File: config.mk
export PLATFORM = sky130hd
export DESIGN_NAME = cascade_irq_hub
export DESIGN_NICKNAME = d
export VERILOG_FILES = /design/src/rtl/cascade_irq_hub.sv
export SDC_FILE = /design/constraint.sdc
export NUM_CORES = 1
export LEC_CHECK = 0
export BUFFER_PORTS_ARGS = -buffer_cell sky130_fd_sc_hd__buf_2
export CAP_MARGIN = 20
export CORE_MARGIN = 2
export CORE_UTILIZATION = 42
export DETAILED_ROUTE_END_ITERATION = 16
export GPL_ROUTABILITY_DRIVEN = 1
export PLACE_DENSITY = 0.8
export SKIP_CTS_REPAIR_TIMING = 1
export SLEW_MARGIN = 20
export SYNTH_ARGS = -nofsm -noshare
export SYNTH_HDL_FRONTEND = slang
export SYNTH_SLANG_ARGS = --single-unit
File: constraint.sdc
create_clock -name clk -period 1.1 [get_ports clk]
set_input_delay 0.11 -clock clk [delete_from_list [all_inputs] [get_ports clk]]
set_output_delay 0.11 -clock clk [all_outputs]
set_load 0.01 [all_outputs]
File: src/rtl/cascade_irq_hub.sv
module cascade_irq_hub #(
  parameter int              DW       = 32,
  parameter int              SRC_W    = 12,
  parameter logic [SRC_W-1:0] SRC_IMPL = 12'hF0F
) (
  input  logic          clk,
  input  logic          rst_n,
  input  logic          bus_we,
  input  logic [2:0]    bus_addr,
  input  logic [DW-1:0] bus_wdata,
  output logic [DW-1:0] bus_rdata,
  input  logic [SRC_W-1:0] src_evt,
  input  logic          peer_evt,
  output logic          irq_o
);
  localparam int GW = 2;
  localparam logic [2:0] A_SSTAT = 3'd0;
  localparam logic [2:0] A_SEN   = 3'd1;
  localparam logic [2:0] A_GSTAT = 3'd2;
  localparam logic [2:0] A_GSTEN = 3'd3;
  localparam logic [2:0] A_GSGEN = 3'd4;

  logic [SRC_W-1:0] src_stat, src_en, src_clr;
  logic [GW-1:0]    glb_stat, glb_sten, glb_sgen, glb_clr, glb_set;
  logic             card_pend;
  logic             unused_wd;

  assign unused_wd = &{1'b0, bus_wdata[DW-1:SRC_W]};

  assign src_clr   = (bus_we && bus_addr == A_SSTAT) ? bus_wdata[SRC_W-1:0] : '0;
  assign glb_clr   = (bus_we && bus_addr == A_GSTAT) ? bus_wdata[GW-1:0] : '0;
  assign card_pend = |(src_stat & src_en);
  assign glb_set   = {peer_evt & glb_sten[1], card_pend & glb_sten[0]};

  always_ff @(posedge clk) begin
    if (!rst_n) begin
      src_stat <= '0;
      src_en   <= '0;
      glb_stat <= '0;
      glb_sten <= '0;
      glb_sgen <= '0;
      irq_o    <= 1'b0;
    end else begin
      src_stat <= ((src_stat & ~src_clr) | src_evt) & SRC_IMPL;
      glb_stat <= (glb_stat & ~glb_clr) | glb_set;
      irq_o    <= |(glb_stat & glb_sgen);
      if (bus_we && bus_addr == A_SEN)   src_en   <= bus_wdata[SRC_W-1:0] & SRC_IMPL;
      if (bus_we && bus_addr == A_GSTEN) glb_sten <= bus_wdata[GW-1:0];
      if (bus_we && bus_addr == A_GSGEN) glb_sgen <= bus_wdata[GW-1:0];
    end
  end

  always_comb begin
    case (bus_addr)
      A_SSTAT: bus_rdata = DW'(src_stat);
      A_SEN:   bus_rdata = DW'(src_en);
      A_GSTAT: bus_rdata = DW'(glb_stat);
      A_GSTEN: bus_rdata = DW'(glb_sten);
      A_GSGEN: bus_rdata = DW'(glb_sgen);
      default: bus_rdata = '0;
    endcase
  end
endmodule


==> impl_metrics.toml, run 1 <==
[clock_network]
cts-root-buf = "clkbuf_4"
numClockSinks = 23
cts_buffer_depth = 2
tritoncts = "yes"
numCtsBuffers = 3
clk-insertion-delay-late_ns = 0.30
clk_pin_slew_ns = 0.12
htreeDepth = 1

[logic_synthesis]
synthAdderAreaFrac_pct = 0
synth_compound_gate_area_share_pct = 14.68
synth_area_um2 = 1355
yosysWarningCount = 0
synth-xor-area-share_pct = 0
synth-seq-cells = 23
synth_top_family_by_area = "buffers and inverters"
synth.avg_cell_area_um2 = 9.094
seq_area_frac_synth_pct = 33.98
synth_cell_types = 29
synthSimpleGateAreaFrac_pct = 16.07
synth.area.mux_share_pct = 14.87
synth_cells = 149

[placed_design]
gp_congestion = 0.7940
dp_slack_ns = -0.04181
post-dp-hpwl_um = 2052
io_buffers = 31
placed_area_um2 = 1523

[grt]
grt_max_degree = 25
grt_pass1_wl_um = 4126
grt-ovfl-total = 0
grt_pass1_vias = 895
grt_usage_pct = 15.11
antenna_found_initial = 0

[worst_hold_path]
hold_class = "in -> reg"

[setup_path]
crit_type = "reg -> out"
rrSetupSlack_ns = 0.03
cp.required_ns = 0.99
rr_worst_depth = 4
critPathCaptureType = "output pin"
worstPathArrival_ns = 1.33
cp-start-kind = "flop"
crit_fanout = 2
endpoint = "bus_rdata[0]"
startpoint = "glb_stat[0]"
r2r_end = "glb_stat[0]"
r2r-start = "src_en[11]"

[drt]
ant_nets = 0
routed_via_density = 4.663
vias = 1119
first_pass_iters = 4
routed_wl_um = 2836
drtIter0Drc = 43
drc = 0
wl_per_cell_um = 11.82

[outcome]
outcome = "complete, but fails checks"
violations = "setup timing"

[power]
vdd_drop_max_mv = 0.5484
total_leakage_power_nw = 0.7871
power.total_mw = 1.568
powerDensity_nw_per_um2 = 938.6

[layout]
post-route-cell-area_um2 = 1670
antenna_cells = 0
syn2layout_area_growth_pct = 23.27
drive_gt1_share_pct = 39.29
final_core_util_pct = 54.71
nets = 248

[timing]
holdWs_ns = 0.03668
fin_crit_ns = 1.438
hold_viol = 0
grt_setup_unrepaired = "true"
drv_slew = 0
fin_crit_sh_pct = 130.7
setup_viol_count_final = 3
final.setup_skew_ns = 0.004240
fmax_mhz = 695.5
fin_ws_ns = -0.3377

[floorplan]
dieArea_um2 = 3697
io_pins = 84
initial_utilization_pct = 44.39
die_x_um = 60.80
dieHeight_um = 60.80
coreArea_um2 = 3053
num_rows = 20

[job]
cap_violations = 0
==> cell usage after synthesis (all sizes together) <==
| cell | instances | share of area, % |
|---|---|---|
| and4bb | 2 | 1.8 |
| or2 | 1 | 0.46 |
| nand4bb | 1 | 0.83 |
| dfxtp | 23 | 34 |
| inv | 11 | 3.0 |
| nand2 | 1 | 0.28 |
| a22oi | 6 | 3.3 |
| a21boi | 1 | 0.55 |
| and3b | 2 | 1.5 |
| buf | 29 | 16 |
| mux2 | 1 | 0.83 |
| clkbuf | 3 | 0.83 |
| a31oi | 10 | 4.6 |
| o22ai | 1 | 0.46 |
| o211a | 1 | 0.74 |
| o21ai | 10 | 3.7 |
| nor4b | 1 | 1.8 |
| nand4 | 1 | 0.46 |
| nor2b | 13 | 6.0 |
| a31o | 1 | 0.65 |
| nor2 | 7 | 1.9 |
| mux2i | 19 | 14 |
| o2bb2ai | 1 | 0.65 |
| nand4b | 1 | 0.65 |
| nand3 | 1 | 0.37 |
| conb | 1 | 0.28 |
==> critical path: stages, from the launching register on <==
cell and delay (ns):
dfxtp_2 0.35, mux2_2 0.26, a22oi_2 0.17, o22ai_2 0.10, buf_2 0.14
==> registers in the layout, indices dropped and copies added, names as in the netlist <==
register and cells:
glb_sten 2, irq_o 1, src_stat 8, src_en 8
glb_sgen 2, glb_stat 2
==> per-stage QoR <==
stage / setup TNS (ns) / cells
floorplan: 0 / 172
global placement: -0.02156 / 227
detailed placement: -0.2197 / 227
CTS: -0.6946 / 231
global route: -1.135 / 240
finish: -0.5520 / 240
==> layout make-up <==
class | instances | area [µm²]
multi-input cells | 106 | 724.4
repair buffers | 52 | 340.3
fillers | 303 | 1383
well taps | 44 | 55.05
flip-flops and latches | 23 | 481.7
clock buffers | 3 | 22.52
clock inverters | 1 | 5.005
inverters | 11 | 41.29
==> layer usage <==
layer  part of all wire, %  vias up  global-route usage (%)  wire length (µm)
met1                    48      521                   22.02              1374
met3                   4.3        2                   2.559               123
li1                      -      564                       -                 -
met5                     0        -                       0                 0
met4                  0.67        0                   5.590                19
met2                    47       32                   22.27              1319
==> kinds of logic after synthesis <==
family                 Yosys count
AO/OA/AOI/OAI                   31
buffers and inverters           43
flip-flops                      23
multiplexers                    20
other                            1
AND/OR/NAND/NOR                 31
==> cells in the final DEF, fill, tap and decap left out, drive strengths merged, types with 2 or more instances in the layout <==
cell type	netlist	layout
and3b	2	2
dfxtp	23	23
inv	11	11
nor2	7	7
dlygate4sd3	0	6
o21ai	10	10
buf	29	46
nor2b	13	13
and4bb	2	2
a22oi	6	6
clkbuf	3	3
mux2i	19	19
a31oi	10	10
conb	1	24
==> worst min-delay path by stage <==
stage	to	slack (ns)	from	depth (start not counted)
2_1_floorplan	src_stat[0]	0.21	bus_wdata[0]	1
3_3_place_gp	src_stat[8]	0.31	bus_wdata[8]	2
3_5_place_dp	src_stat[11]	0.32	bus_wdata[11]	2
4_1_cts	src_stat[11]	-0.02	bus_wdata[11]	2
5_1_grt	src_stat[8]	0.008	src_evt[8]	3
6_report	src_stat[8]	0.04	src_evt[8]	3
==> power by group <==
part | leakage (nW) | total (mW) | internal (mW) | switching (mW)
clock | 0.0177 | 0.381 | 0.136 | 0.245
combinational | 0.575 | 0.292 | 0.135 | 0.156
sequential | 0.195 | 0.896 | 0.870 | 0.0257
(Power assumes the default switching activity.)
==> run 2: changes to the inputs <==
- CELL_PAD_IN_SITES_DETAIL_PLACEMENT: unset -> 0
- CELL_PAD_IN_SITES_GLOBAL_PLACEMENT: unset -> 2
- CORE_UTILIZATION: 42 -> 23
- PLACE_DENSITY: 0.8 -> 0.81
==> impl_metrics.toml, run 2 (same netlist as run 1, synthesis figures left out) <==
[layout]
nets = 238
layout_common_cells = "31 x buf_2, 24 x conb_1, 19 x mux2i_1"
drive_gt1_share_pct = 38.71
fill_cells = 651
multiInputGateArea_um2 = 725.7
antenna_cells = 0
register_area_um2 = 481.7
syn2layout_area_growth_pct = 20.04
post-route-cell-area_um2 = 1627
final_common_cell = "buf_2"
reg_top3 = "src_en (8), src_stat (8)"

[floorplan]
coreArea_um2 = 5608
initial_utilization_pct = 24.16
dieHeight_um = 80.76
num_rows = 27
io_pins = 84
dieArea_um2 = 6521
die_x_um = 80.76

[setup_path]
slowest_delay_ns = 0.32
cp.required_ns = 0.99
crit_fanout = 2
crit_family = "flip-flops"
path_buf_inv = 1
rr_worst_depth = 3
worstPathArrival_ns = 1.27
cp-start-kind = "flop"
cp_cell_sequence = "mux2_4 > a22oi_2 > o22ai_2 > buf_2"
path_depth = 4
critPathSlowestCell = "dfxtp_2"
crit_type = "reg -> out"
critPathCaptureType = "output pin"

[grt]
grt_max_degree = 25
antenna_found_initial = 0
grt_pass1_vias = 991
grt-ovfl-total = 0
grt_usage_pct = 9.148
grt_pass1_wl_um = 4671

[drt]
drtIter0Drc = 41
routed_wl_um = 3045
routed_via_density = 4.136
first_pass_iters = 4
ant_nets = 0
drc = 0
wl_per_cell_um = 11.80
vias = 1067

[timing]
grt_setup_unrepaired = "true"
final.setup_skew_ns = 0.005649
hold_viol = 0
holdWs_ns = 0.02729
fin_crit_ns = 1.380
fin_tns_setup_ns = -0.4201
setup_viol_count_final = 2
fmax_mhz = 724.5
fin_crit_sh_pct = 125.5
fin_ws_ns = -0.2803
drv_slew = 0

[clock_network]
tritoncts = "yes"
cts_buffer_depth = 2
clk_pin_slew_ns = 0.09
htreeDepth = 1
clk-insertion-delay-late_ns = 0.26
cts-root-buf = "clkbuf_8"
numClockSinks = 23
numCtsBuffers = 3

[placed_design]
post-dp-hpwl_um = 2305
gp_congestion = 0.7363
placed_area_um2 = 1538
io_buffers = 31

[power]
powerDensity_nw_per_um2 = 1038
vdd_drop_max_mv = 0.3996
total_leakage_power_nw = 0.7516

[outcome]
outcome = "complete, but fails checks"
violations = "setup timing"

[worst_hold_path]
hold_class = "in -> reg"
whs_path_depth = 2

[job]
cap_violations = 0
## run 2: cell types whose count changed in the layout (fill, tap and decap cells not counted), sizes merged
cell / previous run / this run
buf: 46 / 42
dlygate4sd3: 6 / 0
## run 2: final timing paths
kind                               startpoint            to  slack, ns
worst max-delay path              glb_stat[0]  bus_rdata[0]      -0.28
worst min-delay path            bus_wdata[10]  src_stat[10]       0.03
worst max register to register    src_stat[1]   glb_stat[0]       0.07
worst min register to register    glb_sten[1]   glb_stat[1]       0.49
## run 2: power by group
part / leakage (nW) / internal, mW / switching (mW) / total [mW]
Sequential: 0.195 / 0.869 / 0.0246 / 0.894
Combinational: 0.532 / 0.117 / 0.155 / 0.271
Clock: 0.0255 / 0.252 / 0.271 / 0.523
## run 2: final cells by class
type / instances / share of cell area (%)
multi-input combinational: 106 / 44.62
sequential: 23 / 29.62
timing repair buffer: 42 / 14.85
tap: 72 / 5.538
clock buffer: 3 / 2.538
inverter: 11 / 2.538
clock inverter: 1 / 0.3077
## run 2: per-layer routing
| metal | up-vias | track usage (%) | wire length [µm] |
|---|---|---|---|
| met2 | 31 | 14.75 | 1445 |
| li1 | 539 | - | - |
| met1 | 495 | 12.47 | 1414 |
| met3 | 2 | 0.7778 | 151 |
| met5 | - | 0 | 0 |
| met4 | 0 | 4.068 | 34 |
## run 2: through the flow
step                util (%)  power [mW]  cells  setup WS [ns]
finish                 29.00       1.688    258        -0.2803
global route           29.00       1.795    258        -0.3742
CTS                    28.25       1.706    258        -0.3062
detailed placement     27.42       1.172    254       -0.05326
global placement       27.42       1.168    254       -0.05633
floorplan                  -       1.132    172         0.1029
==> run 3: changes to the inputs <==
- BUFFER_PORTS_ARGS: -buffer_cell sky130_fd_sc_hd__buf_2 -> -buffer_cell sky130_fd_sc_hd__clkbuf_2
- CORE_UTILIZATION: 23 -> 20
- HOLD_SLACK_MARGIN: unset -> 0.12
- PLACE_DENSITY: 0.81 -> 0.75
- clock period: 1.1 -> 1.2 ns (I/O delays scaled with it)
==> impl_metrics.toml, run 3 (same netlist as run 1, synthesis figures left out) <==
[outcome]
outcome = "complete, but fails checks"
violations = "setup timing"

[clock_network]
clk_pin_slew_ns = 0.08
clk-insertion-delay-late_ns = 0.26
tritoncts = "yes"
numClockSinks = 23
numCtsBuffers = 3
htreeDepth = 1
cts-root-buf = "clkbuf_8"
cts_buffer_depth = 2

[setup_path]
crit_type = "reg -> out"
cp.required_ns = 1.08
cp-start-kind = "flop"
worstPathArrival_ns = 1.24
startpoint = "glb_stat[0]"
critPathCaptureType = "output pin"
crit_fanout = 3
r2r-start = "src_stat[0]"

[timing]
fmax_mhz = 733.7
final.setup_skew_ns = 0.001077
fin_crit_ns = 1.363
grt_setup_unrepaired = "true"
fin_crit_sh_pct = 113.6
drv_slew = 0
hold_viol = 0
fin_ws_ns = -0.1630
setup_viol_count_final = 2

[layout]
antenna_cells = 0
syn2layout_area_growth_pct = 30.10
layout_common_cells = "30 x clkbuf_2, 24 x conb_1, 19 x mux2i_1"
final_common_cell = "clkbuf_2"
nets = 252
reg_top3 = "src_en (8), src_stat (8)"
drive_gt1_share_pct = 30.50
fin_cells = 277
final_core_util_pct = 27.30
post-route-cell-area_um2 = 1763

[grt]
grt_max_degree = 14
grt-ovfl-total = 0
grt_pass1_wl_um = 4754
antenna_found_initial = 0
grt_usage_pct = 8.282
grt_pass1_vias = 942

[placed_design]
dp_slack_ns = 0.01182
numPlacedInstances = 257
io_buffers = 31
post-dp-hpwl_um = 2449
gp_congestion = 0.7570
placed_area_um2 = 1541

[floorplan]
io_pins = 84
initial_utilization_pct = 20.98
dieHeight_um = 86.31
coreArea_um2 = 6459
die_x_um = 86.31
dieArea_um2 = 7449
num_rows = 29

[worst_hold_path]
hp-start = "src_evt[3]"
hold_class = "in -> reg"

[job]
cap_violations = 0

[drt]
wl_met3_um = 195
routed_wl_um = 3058
first_pass_iters = 4
ant_nets = 0
wl_met2_um = 1357
drc = 0
met1_length_um = 1452
wl_per_cell_um = 11.04
vias = 1103
routed.top_layer = "met4"
drtIter0Drc = 28
routed_via_density = 3.982

[power]
powerDensity_nw_per_um2 = 898.0
total_leakage_power_nw = 0.8046
vdd_drop_max_mv = 0.2946
-- run 3: worst max-delay path, cell delays in order, from the launching register on --
cell,delay [ns]
dfxtp_2,0.33
mux2_4,0.27
a22oi_2,0.15
o22ai_1,0.09
buf_2,0.15
-- run 3: area by class of cell --
type,instances,area (µm²)
Fill cell,714,4696
Multi-Input combinational cell,106,719.4
Sequential cell,23,469.2
Timing Repair Buffer,56,390.4
Tap cell,77,96.34
Clock buffer,3,41.29
Inverter,11,41.29
Clock inverter,1,5.005
-- run 3: stage by stage --
stage               TNS, ns  hold slack [ns]  total power [mW]
floorplan                 0           0.2202             1.038
global placement          0           0.3267             1.072
detailed placement        0           0.3333             1.074
CTS                 -0.3406          0.04089             1.574
global route        -0.3664           0.1210             1.677
finish              -0.2263          0.09104             1.583
-- run 3: worst paths after layout --
| kind | to | depth (start not counted) | slack, ns |
|---|---|---|---|
| worst min register to register | glb_stat[1] | 2 | 0.49 |
| worst max register to register | glb_stat[0] | 3 | 0.17 |
| worst min-delay path | src_stat[3] | 3 | 0.09 |
| worst max-delay path | bus_rdata[0] | 4 | -0.16 |
-- run 3: layer usage --
metal	GRT usage [%]	vias up
met1	11.40	487
met2	12.05	39
li1	-	573
met4	4.261	0
met5	0	-
met3	1.905	4
-- run 3: power breakdown --
part | switching, mW | internal, mW
sequential | 0.0218 | 0.794
combinational | 0.145 | 0.137
clock | 0.254 | 0.232
total | 0.421 | 1.16
